`config.mk`:
```
export PLATFORM = sky130hd
export DESIGN_NAME = input_conditioner
export DESIGN_NICKNAME = d
export VERILOG_FILES = /design/src/rtl/ic_pkg.sv /design/src/rtl/sync_2ff.sv /design/src/rtl/deb_cell.sv /design/src/rtl/input_conditioner.sv
export SDC_FILE = /design/constraint.sdc
export NUM_CORES = 1
export LEC_CHECK = 0
export CORE_MARGIN = 2
export CORE_UTILIZATION = 45
export CTS_BUF_LIST = sky130_fd_sc_hd__clkbuf_8
export DETAILED_ROUTE_END_ITERATION = 10
export DONT_BUFFER_PORTS = 1
export PLACE_DENSITY = 0.59
export SYNTH_ARGS = -nofsm -noshare
export SYNTH_HDL_FRONTEND = slang
export SYNTH_SLANG_ARGS = --single-unit
export TNS_END_PERCENT = 1
```
`constraint.sdc`:
```
create_clock -name clk -period 1.4 [get_ports clk]
set_input_delay 0.07 -clock clk [delete_from_list [all_inputs] [get_ports clk]]
set_output_delay 0.07 -clock clk [all_outputs]
set_load 0.05 [all_outputs]
```
`src/rtl/ic_pkg.sv`:
```
package ic_pkg;
  localparam int unsigned DEF_SHORT_HOLD = 4;
  localparam int unsigned DEF_LONG_HOLD  = 128;
  localparam int unsigned DEF_WAKE_LINES = 6;

  function automatic int unsigned cnt_width(input int unsigned hold);
    return (hold > 1) ? $clog2(hold) : 1;
  endfunction
endpackage

```
`src/rtl/sync_2ff.sv`:
```
module sync_2ff #(
  parameter logic IDLE = 1'b0
) (
  input  logic clk,
  input  logic rst,
  input  logic din,
  output logic dout
);
  logic stage1;

  always_ff @(posedge clk) begin
    if (rst) begin
      stage1 <= IDLE;
      dout   <= IDLE;
    end else begin
      stage1 <= din;
      dout   <= stage1;
    end
  end
endmodule

```
`src/rtl/deb_cell.sv`:
```
module deb_cell #(
  parameter int unsigned HOLD = 4,
  parameter logic        IDLE = 1'b0
) (
  input  logic clk,
  input  logic rst,
  input  logic din,
  output logic lvl,
  output logic flip
);
  localparam int unsigned CW = ic_pkg::cnt_width(HOLD);
  localparam logic [CW-1:0] LAST = CW'(HOLD - 1);

  logic          s;
  logic [CW-1:0] cnt;

  sync_2ff #(.IDLE(IDLE)) u_sync (
    .clk  (clk),
    .rst  (rst),
    .din  (din),
    .dout (s)
  );

  always_ff @(posedge clk) begin
    if (rst) begin
      lvl  <= IDLE;
      cnt  <= '0;
      flip <= 1'b0;
    end else begin
      flip <= 1'b0;
      if (s == lvl) begin
        cnt <= '0;
      end else if (cnt == LAST) begin
        lvl  <= s;
        cnt  <= '0;
        flip <= 1'b1;
      end else begin
        cnt <= cnt + 1'b1;
      end
    end
  end

  // a matching input holds the level and clears the count
  a_r3_match_holds: assert property (@(posedge clk) disable iff (rst)
    (s == lvl) |=> ($stable(lvl) && cnt == '0));

  // a level change needs a mismatch that has reached the last count
  a_r2_accept_at_limit: assert property (@(posedge clk) disable iff (rst)
    !$stable(lvl) |-> ($past(s) != $past(lvl) && $past(cnt) == LAST));

  // the count never runs past the filter length
  a_r3_cnt_bounded: assert property (@(posedge clk) disable iff (rst)
    cnt <= LAST);
endmodule

```
`src/rtl/input_conditioner.sv`:
```
module input_conditioner #(
  parameter int unsigned SHORT_HOLD = ic_pkg::DEF_SHORT_HOLD,
  parameter int unsigned LONG_HOLD  = ic_pkg::DEF_LONG_HOLD,
  parameter int unsigned WAKE_LINES = ic_pkg::DEF_WAKE_LINES
) (
  input  logic                  clk,
  input  logic                  rst,
  input  logic                  trig_in,
  input  logic                  mode_in,
  input  logic [WAKE_LINES-1:0] wake_in,
  input  logic                  long_mode,
  output logic                  trig_lvl,
  output logic                  mode_lvl,
  output logic                  trig_rise,
  output logic                  wake_evt
);
  logic                  trig_flip;
  logic                  mode_flip;
  logic [WAKE_LINES-1:0] wake_lvl;
  logic [WAKE_LINES-1:0] wake_flip;

  deb_cell #(.HOLD(SHORT_HOLD), .IDLE(1'b1)) u_trig (
    .clk (clk), .rst (rst), .din (trig_in), .lvl (trig_lvl), .flip (trig_flip)
  );

  deb_cell #(.HOLD(SHORT_HOLD), .IDLE(1'b1)) u_mode (
    .clk (clk), .rst (rst), .din (mode_in), .lvl (mode_lvl), .flip (mode_flip)
  );

  for (genvar i = 0; i < WAKE_LINES; i++) begin : g_wake
    deb_cell #(.HOLD(LONG_HOLD), .IDLE(1'b0)) u_wake (
      .clk  (clk),
      .rst  (rst),
      .din  (wake_in[i]),
      .lvl  (wake_lvl[i]),
      .flip (wake_flip[i])
    );
  end

  assign trig_rise = trig_flip & trig_lvl;

  always_ff @(posedge clk) begin
    if (rst) wake_evt <= 1'b0;
    else     wake_evt <= long_mode & (|wake_flip);
  end

  // the strobe lasts one cycle and marks a 0 to 1 step of trig_lvl
  a_r4_rise_single: assert property (@(posedge clk) disable iff (rst)
    trig_rise |=> !trig_rise);
  a_r4_rise_on_step: assert property (@(posedge clk) disable iff (rst)
    trig_rise |-> (trig_lvl && !$past(trig_lvl)));

  // a mode change pulse coincides with a change of the mode level
  a_r2_mode_flip: assert property (@(posedge clk) disable iff (rst)
    mode_flip |-> (mode_lvl != $past(mode_lvl)));

  // an event only follows an edge where long mode was active
  a_r7_gated: assert property (@(posedge clk) disable iff (rst)
    wake_evt |-> $past(long_mode));

  // an event always follows an accepted wake-up level change
  a_r6_follows_change: assert property (@(posedge clk) disable iff (rst)
    wake_evt |-> ($past(wake_lvl) != $past(wake_lvl, 2)));
endmodule

```
==> flow_summary.ini <==
[setup_path]
cp-end-kind = flop
worstSetupPathType = reg -> reg
crit_fanout = 6
cp.required_ns = 1.68
cp-start-kind = flop
cp_data_arrival_time_ns = 1.58

[global_route]
grt.busiest_layer = met2
grt-ovfl-total = 0
antenna_found_initial = 0
grtUsageMet3 = 0.0517
grt_pass1_wl_um = 8020
grt_usage = 0.143
grt_pass1_vias = 1856
grt_max_degree = 16
grtUsageMet1 = 0.180
use_met2 = 0.219

[power_and_ir_drop]
clockPowerShare = 0.418
p_sw_frac = 0.206
irDropWorstVdd_mv = 0.815
seqPwrFrac = 0.556
internal-power_mw = 3.23
power_frac_comb = 0.026
power_switching_mw = 0.836
leakage_nw = 1.25
power.density_nw_per_um2 = 1200

[status]
run_status = completed

[logic_synthesis]
syn_area_um2 = 2830
ys_types = 27
synth_area_per_cell_um2 = 9.84
syn_nets = 307
yosysSeqAreaShare = 0.551
yosysWarnings = 0
synthArstFlopShare = 0
synth_cells = 288
ys_ff_latch = 78
ys.flop_type = dfxtp_1
synth_edf_count = 0

[cts]
cts_made_buffers = 9
cts-root-buf = clkbuf_8
clk_latency_ns = 0.34
htreeDepth = 3
cts_tree = yes
clockBufferDepth = 2
cts_sinks = 78
clk_pin_slew_ns = 0.08

[finish]
final_cells = 401
multi_input_area_um2 = 1200
area_growth_pct = 19.8
seq_area_um2 = 1560
layout_common_cells = dfxtp_1 (77), nor2_1 (32), nand2_1 (20)
n_antenna_cell = 0
drive_gt1_frac = 0.117
final_common_cell = dfxtp_1
fillers = 533
nets = 340
fin_area_um2 = 3390

[min_path]
hp-class = in -> reg

[drt]
viasPerCell = 4.93
first_iter_violations = 103
wire_per_inst_um = 11.1
antenna_left = 0
wirelength_um = 4450
vias = 1975
firstDrtPassIters = 4
drcViolationCount = 0

[placed_design]
io_buffers = 0
placedCellCount = 366
dp_hpwl_um = 2960
gp_congestion = 0.741
place_area_um2 = 2980

[timing]
slew_headroom = 0.606
rsz0062_at_grt = false
min_period_over_period = 0.932
skew_ns = 0.00823
hold_viol = 0
fmax_mhz = 766
setup_viol = 0
maxSlewViolCount = 0
period_minus_slack_ns = 1.31
fin_setup_tns_ns = 0
tightest_slew_ns = 0.591

[flow_run]
cap_violations = 0

[floorplan]
die_y_um = 83.3
core-area_um2 = 5990
start_util = 0.473
dieArea_um2 = 6950
io_pins = 15
die_w_um = 83.3
num_rows = 28
## synth_stat cells (2+ instances only)
cell type / n / area share
a21oi_1: 12 / 0.021
buf_2: 3 / 0.0053
clkbuf_1: 2 / 0.0027
dfxtp_1: 78 / 0.55
ha_1: 8 / 0.035
inv_1: 16 / 0.021
mux2i_1: 2 / 0.0071
nand2_1: 20 / 0.027
nand3_1: 12 / 0.021
nand3_2: 4 / 0.014
nand4_2: 2 / 0.0088
nor2_1: 32 / 0.042
nor2b_1: 12 / 0.027
nor3_1: 6 / 0.011
o211ai_1: 12 / 0.032
o21ai_0: 12 / 0.021
o41ai_1: 6 / 0.019
or2_2: 4 / 0.0088
or3_1: 13 / 0.029
xnor2_1: 8 / 0.025
xor2_1: 18 / 0.056
## critical path, stage by stage (launching register included)
cell	delay (ns)
dfxtp_1	0.36
ha_1	0.22
nand4_2	0.19
or3_1	0.34
a21oi_1	0.14
## through the flow
stage,hold slack (ns),total power [mW],utilization,setup WS [ns]
floorplan,0.174,2.37,-,0.168
global placement,0.145,2.37,0.497,0.109
detailed placement,0.145,2.37,0.497,0.0795
CTS,0.309,4.12,0.562,0.0157
global route,0.323,4.24,0.566,0.00974
finish,0.333,4.06,0.566,0.0946
## worst paths after layout
kind                           startpoint                              to  slack, ns  cells past startpoint
hold / removal                        rst  g_wake[1].u_wake.u_sync.stage1       0.33                      2
setup / recovery  g_wake[0].u_wake.cnt[0]         g_wake[0].u_wake.cnt[6]       0.09                      4
hold reg to reg      u_mode.u_sync.stage1              u_mode.u_sync.dout       0.41                      1
setup reg to reg  g_wake[0].u_wake.cnt[0]         g_wake[0].u_wake.cnt[6]       0.09                      4
## layout make-up
class                      count  area share
clock inverter                 5      0.0173
inverter                      16      0.0177
timing repair buffer          27      0.0774
tap                           75      0.0277
sequential                    78       0.461
multi-input combinational    189       0.355
clock buffer                  11      0.0446
## registers in the layout, summed over array words and instances, names as in the netlist
register and count:
g_wake.u_wake.cnt 42, g_wake.u_wake.flip 6, g_wake.u_wake.lvl 6, g_wake.u_wake.u_sync.dout 6, g_wake.u_wake.u_sync.stage1 6, u_mode.cnt 2, u_trig.cnt 2, u_mode.lvl 1
u_mode.u_sync.dout 1, u_mode.u_sync.stage1 1, u_trig.flip 1, u_trig.lvl 1, u_trig.u_sync.dout 1, u_trig.u_sync.stage1 1, wake_evt 1
## cells by family (layout without fill, tap and decap cells)
| logic type | Yosys count | in the layout | share of synthesized area |
|---|---|---|---|
| AO/OA/AOI/OAI | 43 | 43 | 0.0963 |
| XOR/XNOR | 26 | 26 | 0.0804 |
| adder cells (fa/ha/maj) | 8 | 8 | 0.0353 |
| buffers and inverters | 21 | 59 | 0.0292 |
| flip-flops | 78 | 78 | 0.551 |
| multiplexers | 2 | 2 | 0.00707 |
| AND/OR/NAND/NOR | 110 | 110 | 0.201 |
## power by group through the flow
stage	Sequential (mW)	Combinational, mW	Clock [mW]
CTS	2.26	0.106	1.76
detailed placement	2.31	0.0640	0
finish	2.26	0.107	1.70
global route	2.26	0.122	1.86
global placement	2.31	0.0628	0
floorplan	2.31	0.0600	0
## per-layer routing
metal | wire length [µm] | vias to the layer above | share of wire
met1 | 2220 | 893 | 0.50
met4 | 71 | 0 | 0.016
li1 | - | 1047 | -
met3 | 188 | 7 | 0.042
met2 | 1970 | 28 | 0.44
met5 | 0 | - | 0
## repair_timing
item,in CTS,in global routing
endpoints found under the setup margin,0,29
hold buffers,18,0
setup buffers,0,1
gates resized for setup,0,6
endpoints found under the hold margin,29,0
No activity file was read; power rests on OpenSTA's default activity.
